==> config.mk <==
export PLATFORM = sky130hd
export DESIGN_NAME = csel_extbus_ctrl
export DESIGN_NICKNAME = d
export VERILOG_FILES = /design/src/rtl/csel_pkg.sv /design/src/rtl/csel_cfg_bank.sv /design/src/rtl/csel_decode.sv /design/src/rtl/csel_seq.sv /design/src/rtl/csel_lane.sv /design/src/rtl/csel_extbus_ctrl.sv
export SDC_FILE = /design/constraint.sdc
export NUM_CORES = 1
export LEC_CHECK = 0
export BUFFER_PORTS_ARGS = -buffer_cell sky130_fd_sc_hd__buf_2
export CAP_MARGIN = 0
export CORE_AREA = 2 2 119 121
export DETAILED_ROUTE_END_ITERATION = 16
export DIE_AREA = 0 0 121 123
export SKIP_LAST_GASP = 1
export SYNTH_ARGS = -nofsm -noshare
export SYNTH_HDL_FRONTEND = slang
export SYNTH_SLANG_ARGS = --single-unit
==> constraint.sdc <==
create_clock -name clk -period 5.5 [get_ports clk]
set_input_delay 1.65 -clock clk [delete_from_list [all_inputs] [get_ports clk]]
set_output_delay 1.65 -clock clk [all_outputs]
set_load 0.05 [all_outputs]
==> src/rtl/csel_pkg.sv <==
// Shared constants, encodings and the fixed window map of the external
// chip-select controller. Assumes a 24-bit physical address space.
package csel_pkg;
    localparam int NUM_CS = 6;
    localparam int ADDR_W = 24;
    localparam int DATA_W = 16;
    localparam int WAIT_W = 4;
    localparam int SEL_W  = $clog2(NUM_CS);
    localparam int NUM_INT = 3;

    typedef enum logic [1:0] {
        FLD_EN   = 2'd0,
        FLD_POL  = 2'd1,
        FLD_WIDE = 2'd2,
        FLD_WAIT = 2'd3
    } cfg_field_e;

    typedef enum logic [1:0] {
        ST_IDLE  = 2'd0,
        ST_XFER  = 2'd1,
        ST_FAULT = 2'd2
    } seq_state_e;

    // Fixed window membership of external select idx for address a.
    function automatic logic win_hit(input int idx, input logic [ADDR_W-1:0] a);
        logic r;
        case (idx)
            0:       r = 1'b1;
            1:       r = (a >= 24'h80_0000);
            2:       r = ((a >= 24'hF0_0000) && (a <= 24'hFF_7FFF)) ||
                         ((a >= 24'hFF_C000) && (a <= 24'hFF_C7FF));
            default: r = (a >= 24'hFF_C800) && (a <= 24'hFF_DFFF);
        endcase
        return r;
    endfunction
endpackage

==> src/rtl/csel_cfg_bank.sv <==
// Per-select configuration registers (enable, polarity, width, wait).
// Written one field per cycle; selects beyond N_CS ignore writes.
// Reset: disabled, active low, 8-bit, maximum wait.
module csel_cfg_bank
    import csel_pkg::*;
#(
    parameter int N_CS = NUM_CS,
    parameter int WW   = WAIT_W,
    parameter int SW   = SEL_W
) (
    input  logic              clk,
    input  logic              rst_n,
    input  logic              we,
    input  logic [SW-1:0]     sel,
    input  logic [1:0]        field,
    input  logic [WW-1:0]     wdata,
    output logic [N_CS-1:0]   en,
    output logic [N_CS-1:0]   pol,
    output logic [N_CS-1:0]   wide,
    output logic [N_CS*WW-1:0] wt
);
    genvar g;
    generate
        for (g = 0; g < N_CS; g++) begin : g_sel
            logic hit;
            assign hit = we && (int'(sel) == g);
            // Field registers of one select.
            always_ff @(posedge clk) begin
                if (!rst_n) begin
                    en[g]           <= 1'b0;
                    pol[g]          <= 1'b0;
                    wide[g]         <= 1'b0;
                    wt[g*WW +: WW]  <= '1;
                end else if (hit) begin
                    case (cfg_field_e'(field))
                        FLD_EN:   en[g]          <= wdata[0];
                        FLD_POL:  pol[g]         <= wdata[0];
                        FLD_WIDE: wide[g]        <= wdata[0];
                        FLD_WAIT: wt[g*WW +: WW] <= wdata;
                        default:  ;
                    endcase
                end
            end
        end
    endgenerate
endmodule

==> src/rtl/csel_decode.sv <==
// Address decoder: on-chip region flags, enabled window matches and
// fixed priority (highest index wins). On-chip hits suppress every
// external select. Purely combinational.
module csel_decode
    import csel_pkg::*;
#(
    parameter int               N_CS     = NUM_CS,
    parameter int               AW       = ADDR_W,
    parameter logic [AW-1:0]    RAM_BASE = 24'hFF_B000
) (
    input  logic [AW-1:0]       addr,
    input  logic [N_CS-1:0]     en,
    output logic [NUM_INT-1:0]  int_raw,
    output logic [N_CS-1:0]     sel,
    output logic                ext_hit
);
    logic [N_CS-1:0] match;
    logic [N_CS-1:0] prio;

    // On-chip region flags.
    always_comb begin
        int_raw[0] = (addr <= 24'h01_FFFF);
        int_raw[1] = (addr >= RAM_BASE) && (addr <= 24'hFF_BFFF);
        int_raw[2] = (addr >= 24'hFF_E000);
    end

    genvar g;
    generate
        for (g = 0; g < N_CS; g++) begin : g_win
            assign match[g] = en[g] && win_hit(g, addr);
        end
    endgenerate

    // Fixed priority: the last matching index overrides earlier ones.
    always_comb begin
        prio = '0;
        for (int i = 0; i < N_CS; i++) begin
            if (match[i]) prio = N_CS'(1) << i;
        end
    end

    assign sel     = (|int_raw) ? '0 : prio;
    assign ext_hit = |sel;
endmodule

==> src/rtl/csel_seq.sv <==
// Access sequencer: one strobe phase of wait+1 cycles per external
// access, or a single fault cycle for unmapped addresses. Start is only
// honoured while idle.
module csel_seq
    import csel_pkg::*;
#(
    parameter int WW = WAIT_W
) (
    input  logic          clk,
    input  logic          rst_n,
    input  logic          start,
    input  logic          ext_hit,
    input  logic [WW-1:0] wait_in,
    output logic          idle,
    output logic          xfer,
    output logic          fault,
    output logic          done
);
    seq_state_e    state;
    logic [WW-1:0] cnt;

    // State and wait-counter update.
    always_ff @(posedge clk) begin
        if (!rst_n) begin
            state <= ST_IDLE;
            cnt   <= '0;
        end else begin
            case (state)
                ST_IDLE: if (start) begin
                    state <= ext_hit ? ST_XFER : ST_FAULT;
                    cnt   <= wait_in;
                end
                ST_XFER: if (cnt == '0) state <= ST_IDLE;
                         else           cnt   <= cnt - 1'b1;
                default: state <= ST_IDLE;
            endcase
        end
    end

    assign idle  = (state == ST_IDLE);
    assign xfer  = (state == ST_XFER);
    assign fault = (state == ST_FAULT);
    assign done  = fault || (xfer && (cnt == '0));
endmodule

==> src/rtl/csel_lane.sv <==
// Data lane steering for the external bus width: byte replication on
// 16-bit writes, low-lane zero-extended byte reads. Combinational.
module csel_lane
    import csel_pkg::*;
#(
    parameter int DW = DATA_W
) (
    input  logic          w_wide,
    input  logic          w_word,
    input  logic [DW-1:0] wdata,
    input  logic          r_wide,
    input  logic          r_word,
    input  logic [DW-1:0] din,
    output logic [DW-1:0] dout,
    output logic [DW-1:0] rdata
);
    localparam int HW = DW / 2;

    // Write lane pattern.
    always_comb begin
        if (!w_wide)     dout = {{HW{1'b0}}, wdata[HW-1:0]};
        else if (w_word) dout = wdata;
        else             dout = {wdata[HW-1:0], wdata[HW-1:0]};
    end

    // Read lane selection.
    always_comb begin
        if (r_wide && r_word) rdata = din;
        else                  rdata = {{HW{1'b0}}, din[HW-1:0]};
    end
endmodule

==> src/rtl/csel_extbus_ctrl.sv <==
// External chip-select controller top. Decodes the CPU address, runs a
// wait-stated strobe on the chosen select and returns ready/bus error.
// Assumes cpu_req is a one-cycle pulse; requests during an access are
// dropped. Configuration is expected to be static during an access.
module csel_extbus_ctrl
    import csel_pkg::*;
#(
    parameter logic [23:0] RAM_BASE = 24'hFF_B000
) (
    input  logic                 clk,
    input  logic                 rst_n,
    input  logic                 cfg_we,
    input  logic [SEL_W-1:0]     cfg_sel,
    input  logic [1:0]           cfg_field,
    input  logic [WAIT_W-1:0]    cfg_wdata,
    input  logic                 cpu_req,
    input  logic [ADDR_W-1:0]    cpu_addr,
    input  logic                 cpu_wr,
    input  logic                 cpu_word,
    input  logic [DATA_W-1:0]    cpu_wdata,
    output logic [DATA_W-1:0]    cpu_rdata,
    output logic                 cpu_ready,
    output logic                 bus_err,
    output logic [NUM_INT-1:0]   int_hit,
    output logic [NUM_CS-1:0]    ext_cs,
    output logic [ADDR_W-1:0]    ext_addr,
    output logic                 ext_rd,
    output logic                 ext_wr,
    output logic                 ext_doe,
    output logic [DATA_W-1:0]    ext_dout,
    input  logic [DATA_W-1:0]    ext_din
);
    logic [NUM_CS-1:0]        c_en, c_pol, c_wide;
    logic [NUM_CS*WAIT_W-1:0] c_wt;
    logic [NUM_INT-1:0]       int_raw;
    logic [NUM_CS-1:0]        dec_sel;
    logic                     dec_hit;
    logic [WAIT_W-1:0]        wait_live;
    logic                     wide_live;
    logic                     s_idle, s_xfer, s_fault, s_done;
    logic                     launch;
    logic [NUM_CS-1:0]        sel_q;
    logic [ADDR_W-1:0]        addr_q;
    logic                     wr_q, word_q, wide_q;
    logic [DATA_W-1:0]        dout_q, rdata_q;
    logic [DATA_W-1:0]        lane_dout, lane_rdata;
    logic [NUM_CS-1:0]        act;

    csel_cfg_bank #(.N_CS(NUM_CS), .WW(WAIT_W), .SW(SEL_W)) u_cfg (
        .clk(clk), .rst_n(rst_n), .we(cfg_we), .sel(cfg_sel),
        .field(cfg_field), .wdata(cfg_wdata),
        .en(c_en), .pol(c_pol), .wide(c_wide), .wt(c_wt)
    );

    csel_decode #(.N_CS(NUM_CS), .AW(ADDR_W), .RAM_BASE(RAM_BASE)) u_dec (
        .addr(cpu_addr), .en(c_en), .int_raw(int_raw),
        .sel(dec_sel), .ext_hit(dec_hit)
    );

    // Wait count and width of the winning select.
    always_comb begin
        wait_live = '0;
        wide_live = 1'b0;
        for (int i = 0; i < NUM_CS; i++) begin
            if (dec_sel[i]) begin
                wait_live = c_wt[i*WAIT_W +: WAIT_W];
                wide_live = c_wide[i];
            end
        end
    end

    csel_seq #(.WW(WAIT_W)) u_seq (
        .clk(clk), .rst_n(rst_n),
        .start(cpu_req && !(|int_raw)), .ext_hit(dec_hit),
        .wait_in(wait_live),
        .idle(s_idle), .xfer(s_xfer), .fault(s_fault), .done(s_done)
    );

    csel_lane #(.DW(DATA_W)) u_lane (
        .w_wide(wide_live), .w_word(cpu_word), .wdata(cpu_wdata),
        .r_wide(wide_q), .r_word(word_q), .din(ext_din),
        .dout(lane_dout), .rdata(lane_rdata)
    );

    assign launch = s_idle && cpu_req && dec_hit;

    // Hold the access attributes for the whole strobe.
    always_ff @(posedge clk) begin
        if (!rst_n) begin
            sel_q  <= '0;
            addr_q <= '0;
            wr_q   <= 1'b0;
            word_q <= 1'b0;
            wide_q <= 1'b0;
            dout_q <= '0;
        end else if (launch) begin
            sel_q  <= dec_sel;
            addr_q <= cpu_addr;
            wr_q   <= cpu_wr;
            word_q <= cpu_word;
            wide_q <= wide_live;
            dout_q <= lane_dout;
        end
    end

    // Read data capture in the ready cycle.
    always_ff @(posedge clk) begin
        if (!rst_n)                           rdata_q <= '0;
        else if (s_xfer && s_done && !wr_q)   rdata_q <= lane_rdata;
    end

    assign act = s_xfer ? sel_q : '0;

    genvar g;
    generate
        for (g = 0; g < NUM_CS; g++) begin : g_pin
            assign ext_cs[g] = c_pol[g] ? act[g] : !act[g];
        end
    endgenerate

    assign int_hit   = cpu_req ? int_raw : '0;
    assign ext_addr  = addr_q;
    assign ext_rd    = s_xfer && !wr_q;
    assign ext_wr    = s_xfer && wr_q;
    assign ext_doe   = ext_wr;
    assign ext_dout  = ext_wr ? dout_q : '0;
    assign cpu_rdata = rdata_q;
    assign cpu_ready = s_done;
    assign bus_err   = s_fault;
endmodule

After elaboration in Yosys (flattened, before gate mapping)
Index checks and enable logic that the tools add are counted.
Operators by class
  add/sub/neg operators: 1
  multipliers: 0
  divide/modulo/power cells: 0
  order comparisons: 11
  eq/ne operators: 13
  shifts and indexed selects: 0
  muxes and demuxes: 38
  bitwise operators: 0
  reductions and logical operators: 67
Operator list (count)
  $ge 24x24->1 const B: 6
  $le 24x24->1 const B: 4
  $mux 16: 4
  $reduce_and 2->1: 25
  $mux 6: 7
  $mux 4: 8
  $le 24x17->1 const B: 1
  $logic_and 1x1->1: 24
  $mux 1: 13
  $eq 3x3->1 const B: 4
  $logic_not 1->1: 8
  $pmux 4 s2: 1
  $eq 2x2->1 const B: 3
  $mux 2: 3
  $reduce_or 6->1: 1
  $eq 2x1->1 const B: 2
  $logic_not 2->1: 2
  $logic_not 4->1: 1
  $ne 2x1->1 const B: 2
  $pmux 2 s2: 1
  $sub 4x1->4 const B: 1
  $eq 3x2->1 const B: 1
  $logic_not 3->1: 1
  $mux 3: 1
  other kinds (5): 6
Word-level totals
  register bits after elaboration: 113
  bits in latches: 0
  bits in writable memories: 0
  ROM bits: 0
  output and inout bits: 70
  word-level logic and storage cells: 163
  memories kept: 0

Longest topological paths before layout
  depth after elaboration: 17
  mapped depth: 9
  depth with buffers taken out: 8

By module
Synthesis repeated with hierarchy kept, for this count alone.
Unflattened totals
  cell total of the unflattened synthesis: 658
  area, all modules: 5574.1 sq um
Modules (own cells, without submodules)
  csel_extbus_ctrl: instances 1, cells each 361, area an instance 2882.8 sq um, seq. area each 1301.2 sq um
  csel_cfg_bank: instances 1, cells each 179, area an instance 1811.7 sq um, seq. area each 840.8 sq um
  csel_seq: instances 1, cells each 43, area an instance 366.6 sq um, seq. area each 120.1 sq um
  csel_lane: instances 1, cells each 41, area an instance 311.5 sq um, seq. area each 0.0 sq um
  csel_decode: instances 1, cells each 34, area an instance 201.4 sq um, seq. area each 0.0 sq um

Worst setup path before layout
Ideal clock, no wire load.
  path type: input -> output
  from: input cpu_addr[17]
  to: output int_hit[0]
  arrival time: 2907 ps
  data required time: 3850 ps
  setup slack: 943 ps
  stages on the path: 3
  path buffers: 0
  cell sequence: or4_1 nor4_1 and2_1
On the way
  cells in the longest elaborated chain, start to end: 2
RTL lines
  start, declared: RTL line csel_extbus_ctrl.sv:17  | input logic [ADDR_W-1:0] cpu_addr,
  $le 24x17->1: RTL line csel_decode.sv:22  | int_raw[0] = (addr <= 24'h01_FFFF);
  $mux 3: RTL line csel_extbus_ctrl.sv:121  | assign int_hit = cpu_req ? int_raw : '0;
  end, declared: RTL line csel_extbus_ctrl.sv:24  | output logic [NUM_INT-1:0] int_hit,
No other way between the ends.

Final worst setup path
Ends and elaborated chain as after synthesis.

==> results.sh <==
export IMPL_status="finished clean"
export IMPL_clock_skew_ns=0.00843
export IMPL_gp_congestion=0.905
export IMPL_rrSetupSlack_ns=2.87
export IMPL_reg2reg_from="u_seq.state[0]$_SDFFE_PN0P_"
export IMPL_synth_xor_area_frac=0.00991
export IMPL_synth_flop_cell="dfxtp_1"
export IMPL_worst_slew_pin_slew_ns=1.06
export IMPL_critPathSlowestCell="or4_1"
export IMPL_area_delta_synth_final_pct=26.9
export IMPL_min_from="cpu_rdata[14]$_SDFFE_PN0P_"
export IMPL_grt_pass1_wl_mm=23.4
export IMPL_hold_path_class="register to register"
export IMPL_yosys_top_cells_area="dfxtp_1 43%, mux2i_1 12%, nand2_1 7.0%"
export IMPL_layout_setup_ws_ns=0.690
export IMPL_fmax_mhz=208
export IMPL_power_density_mw_per_mm2=310
export IMPL_crit_top_cell="buf_2"
export IMPL_drc_errors=0
export IMPL_ys_types=57
export IMPL_regToRegEndpoint="u_seq.cnt[3]$_SDFFE_PN0P_"
export IMPL_holdWs_ns=0.447
export IMPL_finalMaxSlewViolations=0
export IMPL_r2r_cells=8
export IMPL_detail_route_antenna_nets=0
export IMPL_viasPerCell=5.29
export IMPL_post_place_ws_ns=0.662
export IMPL_yosysMostFrequentCell="dfxtp_1"
export IMPL_slew_headroom=0.295
export IMPL_synth_edf_count=0
export IMPL_critPathLaunchType="input pin"
export IMPL_synth_adder_area_share=0.00472
export IMPL_path_depth=5
export IMPL_final_hold_viol_count=0
export IMPL_synth_top_area_cell="dfxtp_1"
export IMPL_synth_top_family_by_area="simple AND/OR/NAND/NOR gates"
export IMPL_cts_hold_buf=0
export IMPL_die_x_microns=121
export IMPL_holdPathEnd="cpu_rdata[14]$_SDFFE_PN0P_"
export IMPL_arrival_ns=3.16
export IMPL_critPathMaxStageDelay_ns=0.55
export IMPL_cts_post_setup_buffers_inserted=0
export IMPL_path_cells="buf_2 > or4_1 > nor4_1 > and2_1 > buf_2"
export IMPL_io_buffer_count=140
export IMPL_htreeDepth=4
export IMPL_post_cts_resized=0
export IMPL_ys_warn_count=0
export IMPL_post_route_min_period_ns=4.81
export IMPL_p_leak_nw=2.97
export IMPL_fin_area_sq_mm=0.00673
export IMPL_required_ns=3.85
export IMPL_synthTopCellsByCount="113 x dfxtp_1, 99 x nand2_1, 62 x mux2i_1, 58 x nor2_1, 40 x a21oi_1"
export IMPL_synth_top_cell_area_share=0.427
export IMPL_synth_compound_area_share=0.131
export IMPL_rsz0062_at_grt="no"
export IMPL_gr_usage_all_layers=0.200
export IMPL_async_reset_ff_frac=0
export IMPL_grt_pass1_vias=4592
export IMPL_drtPass1Iterations=5
export IMPL_clock_path_buffers=2
export IMPL_gr_total_overflow=0
export IMPL_synth_area_mux_share=0.134
export IMPL_setup_viol=0
export IMPL_antenna_cells=0
export IMPL_cts_buffers_inserted=17
export IMPL_syn_area_sq_mm=0.00530
export IMPL_clk_latency_ns=0.42
export IMPL_multi_input_area_sq_mm=0.00283
export IMPL_worstHoldPathCells=2
export IMPL_start_util=0.389
export IMPL_ys_seq_area_frac=0.427
export IMPL_row_count=43
export IMPL_drt_total_wl_mm=15.0
export IMPL_endpoint_kind="output pin"
export IMPL_cts_tree="yes"
export IMPL_timing_setup_critical_path_class="input pin to output pin"
export IMPL_io_pins=141
export IMPL_die_h_microns=123
export IMPL_path_max_fanout=3
export IMPL_regArea_sq_mm=0.00226
export IMPL_ys_ff_latch=113
export IMPL_dp_hpwl_mm=10.7
export IMPL_drive_above_1_share=0.264
export IMPL_syn_nets=695
export IMPL_fin_nets=820
export IMPL_placed_cell_area_sq_mm=0.00612
export IMPL_root_buffer="clkbuf_16"
export IMPL_max_cap_viol_count=0
export IMPL_first_iter_violations=326
export IMPL_cpLargestDelayFamily="simple AND/OR/NAND/NOR gates"
export IMPL_cts_reportedPaths_clkPinSlew_ns=0.05
export IMPL_grt_max_degree=53
export IMPL_routedWlPerCell_microns=15.9
export IMPL_antenna_found_initial=0
export IMPL_tns_ns=0
export IMPL_synth_simple_area_share=0.253
export IMPL_synth_cells=622
export IMPL_syn_avg_cell_area_sq_um=8.52
export IMPL_vias=4969
export IMPL_die_area_sq_mm=0.0149
export IMPL_core_area_sq_mm=0.0136
export IMPL_finalCritPeriodShare=0.875
export IMPL_cts_sinks=113
export IMPL_cp_buffers_inverters=2
export IMPL_ir_worst_vdd_mv=0.207
export IMPL_fillCellCount=1309
layer usage:
layer	GRT usage	routed length [microns]
met5	0	0
met4	0.0756	319
met3	0.0475	810
met2	0.331	7210
met1	0.254	6620
placed cells by master, fill, tap and decap left out, types with 7 or more instances in the layout:
cell and count:
a21oi_1 40, a31oi_1 8, a32oi_1 8, and3_1 20, buf_2 140, clkbuf_16 17
dfxtp_1 113, inv_1 9, mux2_2 8, mux2i_1 62, nand2_1 99, nand2b_1 7
nand3_1 26, nand4_1 8, nor2_1 58, nor3_1 11, nor4_1 7, o211ai_1 10
o21ai_0 19
final cells by class:
class | count | area share
Clock buffer | 21 | 0.0670
Clock inverter | 10 | 0.0238
Inverter | 10 | 0.00558
Multi-Input combinational cell | 458 | 0.420
Sequential cell | 113 | 0.336
Tap cell | 180 | 0.0335
Timing Repair Buffer | 147 | 0.114
worst max path at each step:
stage / from / endpoint / slack (ns)
5_1_grt: cpu_addr[20] / int_hit[0] / 0.62
3_5_place_dp: cpu_addr[17] / int_hit[0] / 0.66
4_1_cts: cpu_addr[17] / int_hit[0] / 0.67
3_3_place_gp: cpu_addr[17] / int_hit[0] / 0.71
6_report: cpu_addr[17] / int_hit[0] / 0.69
2_1_floorplan: cpu_addr[17] / int_hit[0] / 0.94
kinds of logic (layout without fill, tap and decap cells):
family / Yosys count / after routing
AO/OA/AOI/OAI: 107 / 107
flip-flops: 113 / 113
AND/OR/NAND/NOR: 273 / 273
multiplexers: 70 / 70
adder cells (fa/ha/maj): 2 / 2
XOR/XNOR: 6 / 6
buffers and inverters: 51 / 188
flip-flops by register name, indices dropped and copies added (netlist names):
register     count
ext_addr        24
u_cfg.wt        24
cpu_rdata       16
dout_q          16
sel_q            6
u_cfg.en         6
u_cfg.pol        6
u_cfg.wide       6
u_seq.cnt        4
u_seq.state      2
wide_q           1
word_q           1
wr_q             1
worst register-to-register path: cells and delay by family, from the launching register on:
kind | cells | cell delay [ns]
simple gates | 3 | 1.10
buf+inv | 2 | 0.55
compound gates | 3 | 0.52
flops | 1 | 0.35
metrics by stage:
step                power [mW]  std cells  utilization
floorplan                0.905        622            -
global placement         0.955        908        0.449
detailed placement       0.958        908        0.449
CTS                       2.09        939        0.494
global route              2.14        939        0.494
finish                    2.08        939        0.494
power breakdown:
| group | internal [mW] | switching [mW] |
|---|---|---|
| clock network | 0.764 | 0.377 |
| registers | 0.825 | 0.00409 |
| logic | 0.0411 | 0.0719 |
| total | 1.63 | 0.453 |
(Power assumes the default switching activity.)
